--- config.mk ---
export PLATFORM = sky130hd
export DESIGN_NAME = cfg_index_port
export DESIGN_NICKNAME = d
export VERILOG_FILES = /design/src/rtl/cfgp_pkg.sv /design/src/rtl/cfgp_wp_decode.sv /design/src/rtl/cfgp_regbank.sv /design/src/rtl/cfg_index_port.sv
export SDC_FILE = /design/constraint.sdc
export NUM_CORES = 1
export LEC_CHECK = 0
export BUFFER_PORTS_ARGS = -buffer_cell sky130_fd_sc_hd__buf_4
export CAP_MARGIN = 20
export CORE_ASPECT_RATIO = 2
export CORE_MARGIN = 5
export CORE_UTILIZATION = 45
export DETAILED_ROUTE_END_ITERATION = 6
export PLACE_DENSITY_LB_ADDON = 0.3
export SLEW_MARGIN = 15
export SYNTH_ARGS = -nofsm -noshare
export SYNTH_HDL_FRONTEND = slang
export SYNTH_SLANG_ARGS = --single-unit
--- constraint.sdc ---
create_clock -name clk -period 2.3 [get_ports clk]
set_input_delay 0.115 -clock clk [delete_from_list [all_inputs] [get_ports clk]]
set_output_delay 0.115 -clock clk [all_outputs]
set_load 0.02 [all_outputs]
--- src/rtl/cfgp_pkg.sv ---
package cfgp_pkg;

    localparam int          REG_W       = 8;
    localparam int          NUM_REGS    = 256;
    localparam logic [7:0]  FIRST_STORED = 8'hE0;

    // Writable register numbers; every other number is read-only.
    function automatic logic is_writable(input logic [7:0] num);
        return !(num inside {[8'h00:8'hDF], 8'hE4, 8'hE5, [8'hE9:8'hED],
                             8'hF3, 8'hF5, 8'hF7, [8'hF9:8'hFB],
                             [8'hFD:8'hFF]});
    endfunction

    // Value each register takes on reset.
    function automatic logic [7:0] reset_value(input logic [7:0] num);
        case (num)
            8'hE8:   return 8'hBE;
            8'hE7:   return 8'hFE;
            8'hE6:   return 8'hDE;
            8'hE3:   return 8'hFC;
            8'hE2:   return 8'h03;
            8'hE0:   return 8'h3C;
            default: return 8'h00;
        endcase
    endfunction

endpackage

--- src/rtl/cfgp_wp_decode.sv ---
module cfgp_wp_decode (
    input  logic [7:0] num,
    output logic       writable
);
    always_comb begin
        writable = cfgp_pkg::is_writable(num);
    end
endmodule

--- src/rtl/cfgp_regbank.sv ---
module cfgp_regbank #(
    parameter logic [7:0] LO_IDX = cfgp_pkg::FIRST_STORED
) (
    input  logic       clk,
    input  logic       rst_n,
    input  logic       wr_en,
    input  logic [7:0] wr_idx,
    input  logic [7:0] wr_data,
    input  logic [7:0] rd_idx,
    output logic [7:0] rd_data
);
    localparam int NSLOT  = cfgp_pkg::NUM_REGS - int'(LO_IDX);
    localparam int SLOT_W = (NSLOT > 1) ? $clog2(NSLOT) : 1;

    typedef struct packed {
        logic [NSLOT-1:0][7:0] mem;
    } bank_t;

    bank_t bank_d, bank_q, bank_rst;
    logic  wr_ok;
    logic [7:0] wslot, rslot;

    cfgp_wp_decode i_wp (
        .num      (wr_idx),
        .writable (wr_ok)
    );

    for (genvar g = 0; g < NSLOT; g++) begin : g_rst
        assign bank_rst.mem[g] = cfgp_pkg::reset_value(8'(int'(LO_IDX) + g));
    end

    assign wslot = wr_idx - LO_IDX;
    assign rslot = rd_idx - LO_IDX;

    always_comb begin
        bank_d = bank_q;
        if (wr_en && wr_ok && (wr_idx >= LO_IDX)) begin
            bank_d.mem[wslot[SLOT_W-1:0]] = wr_data;
        end
    end

    always_ff @(posedge clk) begin
        if (!rst_n) bank_q <= bank_rst;
        else        bank_q <= bank_d;
    end

    always_comb begin
        if (rd_idx < LO_IDX) rd_data = 8'h00;
        else                 rd_data = bank_q.mem[rslot[SLOT_W-1:0]];
    end


    wp_hold_chk: assert property (@(posedge clk) disable iff (!rst_n)
        (wr_en && !cfgp_pkg::is_writable(wr_idx)) |=> $stable(bank_q.mem));


    wr_store_chk: assert property (@(posedge clk) disable iff (!rst_n)
        (wr_en && cfgp_pkg::is_writable(wr_idx) && (wr_idx >= LO_IDX))
        |=> (bank_q.mem[$past(wslot[SLOT_W-1:0])] == $past(wr_data)));

endmodule

--- src/rtl/cfg_index_port.sv ---
module cfg_index_port #(
    parameter int              ADDR_W    = 16,
    parameter logic [ADDR_W-1:0] BASE_ADDR = 16'h03F0
) (
    input  logic              clk,
    input  logic              rst_n,
    input  logic              decode_en,
    input  logic [ADDR_W-1:0] io_addr,
    input  logic              io_wr,
    input  logic              io_rd,
    input  logic [7:0]        io_wdata,
    output logic [7:0]        io_rdata
);
    localparam logic [ADDR_W-1:0] SEL_ADDR = BASE_ADDR;
    localparam logic [ADDR_W-1:0] VAL_ADDR = BASE_ADDR + 1'b1;

    typedef struct packed {
        logic [7:0] sel;
        logic [7:0] rdata;
    } port_t;

    port_t      st_d, st_q;
    logic       hit_sel, hit_val;
    logic [7:0] bank_rd;

    assign hit_sel = decode_en && (io_addr == SEL_ADDR);
    assign hit_val = decode_en && (io_addr == VAL_ADDR);

    cfgp_regbank #(.LO_IDX(cfgp_pkg::FIRST_STORED)) i_bank (
        .clk     (clk),
        .rst_n   (rst_n),
        .wr_en   (io_wr && hit_val),
        .wr_idx  (st_q.sel),
        .wr_data (io_wdata),
        .rd_idx  (st_q.sel),
        .rd_data (bank_rd)
    );

    always_comb begin
        st_d = st_q;
        if (io_wr && hit_sel) st_d.sel = io_wdata;
        if (io_rd) begin
            if (hit_val)      st_d.rdata = bank_rd;
            else if (hit_sel) st_d.rdata = st_q.sel;
            else              st_d.rdata = 8'hFF;
        end
    end

    always_ff @(posedge clk) begin
        if (!rst_n) st_q <= '{sel: 8'h00, rdata: 8'hFF};
        else        st_q <= st_d;
    end

    assign io_rdata = st_q.rdata;


    sel_load_chk: assert property (@(posedge clk) disable iff (!rst_n)
        (decode_en && io_wr && io_addr == SEL_ADDR) |=> (st_q.sel == $past(io_wdata)));


    sel_read_chk: assert property (@(posedge clk) disable iff (!rst_n)
        (decode_en && io_rd && io_addr == SEL_ADDR) |=> (io_rdata == $past(st_q.sel)));


    off_read_chk: assert property (@(posedge clk) disable iff (!rst_n)
        (!decode_en && io_rd) |=> (io_rdata == 8'hFF));


    off_sel_hold_chk: assert property (@(posedge clk) disable iff (!rst_n)
        (!decode_en) |=> $stable(st_q.sel));


    rdata_hold_chk: assert property (@(posedge clk) disable iff (!rst_n)
        (!io_rd) |=> $stable(io_rdata));

endmodule

* Word level (Yosys, flattened, before mapping)
Cells that the tools add are included.
Word-level totals: flip-flop bits (word level) 272, latch bits 0, bits in writable memories 0, ROM bits 0, input bits 29, output and inout port bits 8, word-level logic and storage cells 75, memories 0
Operators by class: $add $sub $neg 1, multiply operators 0, divide/modulo/power cells 0, order comparisons 12, equality and inequality tests 7, shift operators 0, mux-type cells 8, bitwise operators 0, reduce and logical (&&, ||, !) cells 13
Operators by type and width (number):
- $bwmux 256 | 1
- $bmux 8 s5 | 1
- $demux 8 s5 | 1
- $eq 8x8->1 const B | 5
- $mux 8 | 5
- $eq 16x10->1 const B | 2
- $ge 8x8->1 const B | 4
- $le 8x8->1 const B | 4
- $logic_and 1x1->1 | 11
- $reduce_bool 9->1 | 1
- $ge 8x1->1 const B | 1
- $lt 8x8->1 const B | 1
- $lt 5x6->1 const B | 1
- $ge 5x1->1 const B | 1
- $sub 5x1->5 const B | 1
- $logic_not 1->1 | 1

* Logic depth before layout (Yosys ltp)
depth after elaboration 6, mapped depth 9, depth with buffers taken out 5

* Cells and area by module
From an unflattened synthesis, not the netlist that was laid out.
Unflattened totals: cells, all modules 1473, area total of the unflattened synthesis 13827.0 um2
Modules (own cells, without submodules):
- cfgp_regbank | instances 1, cells an instance 1372, area an instance 12936.2 um2, sequential area each 5124.9 um2
- cfg_index_port | instances 1, cells an instance 92, area an instance 835.8 um2, sequential area each 320.3 um2
- cfgp_wp_decode | instances 1, cells an instance 9, area an instance 55.1 um2, sequential area each 0.0 um2

* Worst setup path before layout
Ideal clock, no wire load.
kind register -> register, from register st_q[9] in the netlist's numbering, to register st_q (netlist bit io_rdata[3]), setup time 0.124 ns, arrival 1.767 ns, data required time 2.176 ns, setup slack 0.409 ns, cell stages (with the launch flop) 10, path buffers 4, period minus slack after synthesis 1.891 ns, cell sequence dfxtp_1 -> buf_4 -> buf_4 -> buf_2 -> buf_2 -> mux4_2 -> a22oi_1 -> nand2_1 -> o21ai_0 -> a31oi_1
Between the ends: word-level cells in the longest chain between the ends 5, elaborated cells between the ends (all ways) 6, those cells by class add/sub (1); order compare (1); mux (4)
RTL lines:
- start, declared | RTL line cfg_index_port.sv:22 | port_t st_d, st_q;
- start signal, assigned | RTL line cfg_index_port.sv:50 | if (!rst_n) st_q <= '{sel: 8'h00, rdata: 8'hFF};
- start signal, assigned | RTL line cfg_index_port.sv:51 | else st_q <= st_d;
- $sub 5x1->5 | RTL line cfgp_regbank.sv:33 | assign rslot = rd_idx - LO_IDX;
- $bmux 8 s5 | RTL line cfgp_regbank.sv:49 | else rd_data = bank_q.mem[rslot[SLOT_W-1:0]];
- $mux 8 (implied by the code) | RTL line cfgp_regbank.sv:49
- $mux 8 (*) | RTL line cfgp_regbank.sv:48 | if (rd_idx < LO_IDX) rd_data = 8'h00;
- $mux 8 (*) | RTL line cfg_index_port.sv:43 | if (hit_val) st_d.rdata = bank_rd;
Mark *: on every way between the ends. The rest lies on a longest branch, timed or not. The select of a mux whose other input is x is not followed. A chain may end at the register's enable or synchronous reset.

* Worst setup path in the final report
from register st_q[10] in the netlist's numbering, to register st_q (netlist bit io_rdata[4])
Same word-level chain as after synthesis.

==> summary.md <==
| Metric | Value |
|---|---|
| Status | `finished clean` |
| Die height | `between 200 and 250 um` |
| Primary FF master, synth | `dfxtp_1` |
| Synth warn | `0` |
| Initial antenna violation count | `0` |
| EDFF count, synth | `0` |
| NetSw | `roughly 2 mW` |
| 1st-iter DRT viols | `between 300 and 400` |
| Seq pwr share | `0.512` |
| 1st-pass router iterations | `4` |
| Total Die Area | `roughly 27000 um2` |
| Gr usage total | `0.194` |
| Register area share after synthesis | `0.502` |
| Peak VDD IR | `about 0.00045 V` |
| DP Worst Slack | `0.158 ns` |
| Tcrit/Tclk final | `0.937` |
| Clk slew on worst S/H paths | `roughly 0.070 ns` |
| Overflow after GRT | `0` |
| Clk buf depth | `3` |
| Crit path cell chain | `and3_1 -> a221oi_1 -> a311oi_1 -> o21ai_0 -> a31oi_1` |
| TritonCTS Buffers | `24` |
| Combinational Power Share | `0.023` |
| Final hold vios | `0` |
| Final GP Congestion | `approximately 0.87` |
| Yosys top cell area share | `0.502` |
| Slew @ Worst Pin | `between 0.6 and 0.7 ns` |
| Commonest non-fill, non-tap cell in the layout | `dfxtp_1` |
| Postcts setup bufs | `0` |
| Synthesis-stage register bit count | `between 200 and 300` |
| CP Capture Type | `flop` |
| CTS tree | `done` |
| Min-Delay Path Class | `in -> reg` |
| Async SR Flop Fraction | `0` |
| First-pass GRT wire length | `around 42000 um` |
| Initial core utilization | `0.455` |
| H-tree Lvls | `1` |
| Core Region | `23800 um2` |
| Syn nets | `~1000` |
| Layout Skew | `between 0.01 and 0.015 ns` |
| Post_cts resized | `0` |
| FF/Latch Area | `about 5500 um2` |
| Antenna diode count | `0` |
| Final Net Count | `about 1000` |
| Largest net degree at the start of global routing | `between 50 and 60` |
| Synth area leaders | `dfxtp_1 (50%), mux4_2 (10%), and2_1 (7.4%), mux2i_1 (6.7%), o21ai_0 (3.7%)` |
| Crit-path slowest cell | `dfxtp_1` |
| Num rows | `80` |
| Critical path class | `reg -> reg` |
| Routed WL | `about 26000 um` |
| Syn-to-layout area delta | `13.9%` |
| Synth area leader | `dfxtp_1` |
| Worst-Skew Late Latency | `between 0.5 and 0.6 ns` |
| Switching share of power | `0.214` |
| Via count | `7237` |
| CP startpoint kind | `flop` |
| WL/cell | `between 20 and 25 um` |
| I/O Pins | `37` |
| Worst Path Arrival | `about 2.6 ns` |
| Max-Cap Viols | `0` |
| Share of cells above drive strength 1 | `0.186` |
| Clock network power share | `0.466` |
| Die span in x | `120 um` |
| Clock root cell | `clkbuf_16` |
| CP delay by family, top | `compound AO/OA/AOI/OAI gates` |
| Power Density | `between 700 and 800 nW/um2` |
| # setup viols final | `0` |
| Setup ws final | `approximately 0.15 ns` |
| Mapped Cells | `989` |
| RSZ-0062 raised after global routing | `false` |
| Fmax | `approximately 0.46 GHz` |
| Fillers | `approximately 2100` |
| Clock sinks | `about 270` |
| Vias per cell | `about 5.5` |
| Setup TNS | `0 ns` |
| Synthesized area | `between 10000 and 15000 um2` |
| Residual DRC | `0` |
| Max stage delay on crit path | `between 0.6 and 0.7 ns` |
| IO buf count | `36` |
| Static Leak | `around 4.8 nW` |
| DRT antenna net count | `0` |
| CP max FO | `12` |
| Worst Path Buf+Inv | `0` |
| DP HPWL | `~18000 um` |
| Mean Syn Cell Area | `around 11 um2` |
| Max-slew violations | `0` |
| Worst EP required | `between 2 and 3 ns` |
| Rel. slew slack | `0.573` |
| Most frequent cells in the layout | `dfxtp_1 (270), and2_1 (129), o21ai_0 (81)` |
| Unique cell type count in the Yosys netlist | `40` |
| Multi-input logic area | `between 4000 and 5000 um2` |
| Number of global-route vias before repair | `roughly 7400` |
| Internal | `just over 7 mW` |
| Crit path time final | `2.15 ns` |
| FF-to-FF setup slack | `around 0.15 ns` |
==> flip-flops by register name, indices dropped and copies added, names as in the netlist <==
register,flops
st_q,8
io_rdata,8
i_bank.bank_q,256
==> cells in the mapped netlist, types with 9 or more instances <==
cell and number:
dfxtp_1 272, and2_1 129, o21ai_0 81, nand3_1 80, mux2i_1 73, nand2_1 66, clkbuf_1 48, mux4_2 48
nor2b_1 30, a22oi_1 16, mux2_2 16, buf_2 15, nor2_1 12, nand2b_1 10, nand4_4 10, buf_1 9
==> power by group through the flow <==
| stage | logic (mW) | clock network (mW) | registers [mW] |
|---|---|---|---|
| after CTS | 0.207 | 4.37 | 4.70 |
| after global routing | 0.222 | 4.55 | 4.70 |
| after global placement | 0.193 | 0 | 4.81 |
| final | 0.209 | 4.28 | 4.71 |
| after floorplan | 0.105 | 0 | 4.82 |
| after detailed placement | 0.194 | 0 | 4.81 |
==> through the flow <==
| step | power [mW] | cells | utilization | hold WS [ns] | cell area (um2) |
|---|---|---|---|---|---|
| 6_report | 9.20 | 1316 | 0.518 | 0.183 | 12300 |
| 5_1_grt | 9.47 | 1316 | 0.518 | 0.190 | 12300 |
| 4_1_cts | 9.28 | 1316 | 0.518 | 0.167 | 12300 |
| 3_5_place_dp | 5.01 | 1262 | 0.479 | 0.441 | 11400 |
| 3_3_place_gp | 5.01 | 1262 | 0.479 | 0.437 | 11400 |
| 2_1_floorplan | 4.92 | 989 | - | 0.240 | 10800 |
==> cell type report <==
cell class,count,share of cell area
Inverter,1,0.000304
Tap cell,287,0.0291
Multi-Input combinational cell,633,0.405
Timing Repair Buffer,79,0.0575
Sequential cell,272,0.441
Clock inverter,15,0.0152
Clock buffer,29,0.0519
==> routing by layer <==
layer	vias up	GRT usage	share of wire
met5	-	0	0
met4	0	0.0724	0.028
met3	45	0.0205	0.031
met2	118	0.360	0.54
met1	3513	0.229	0.40
li1	3561	-	-
==> logic make-up (layout without fill, tap and decap cells) <==
| kind of cell | Yosys count | count (layout) | synth area share |
|---|---|---|---|
| AOI/OAI and AO/OA | 135 | 135 | 0.0753 |
| and+or+nand+nor | 361 | 361 | 0.202 |
| DFF | 272 | 272 | 0.502 |
| buffers and inverters | 84 | 124 | 0.0366 |
| muxes | 137 | 137 | 0.184 |
==> worst paths after layout <==
kind,end,cells after the start,start
max,io_rdata[4],5,st_q[10]
min,io_rdata[5],3,io_rd
max reg2reg,io_rdata[4],5,st_q[10]
min reg2reg,i_bank.bank_q[76],1,i_bank.bank_q[76]
==> what timing repair did <==
item,CTS,global route
endpoints found under the setup margin,0,0
hold buffers,10,0
hold endpoints to repair,63,0
==> worst reg2reg max path, cell delays in order (launching register included) <==
cell and delay, ns:
dfxtp_1 0.62, and3_1 0.50, a221oi_1 0.19, a311oi_1 0.42, o21ai_0 0.18, a31oi_1 0.18
No activity file was read; power rests on OpenSTA's default activity.
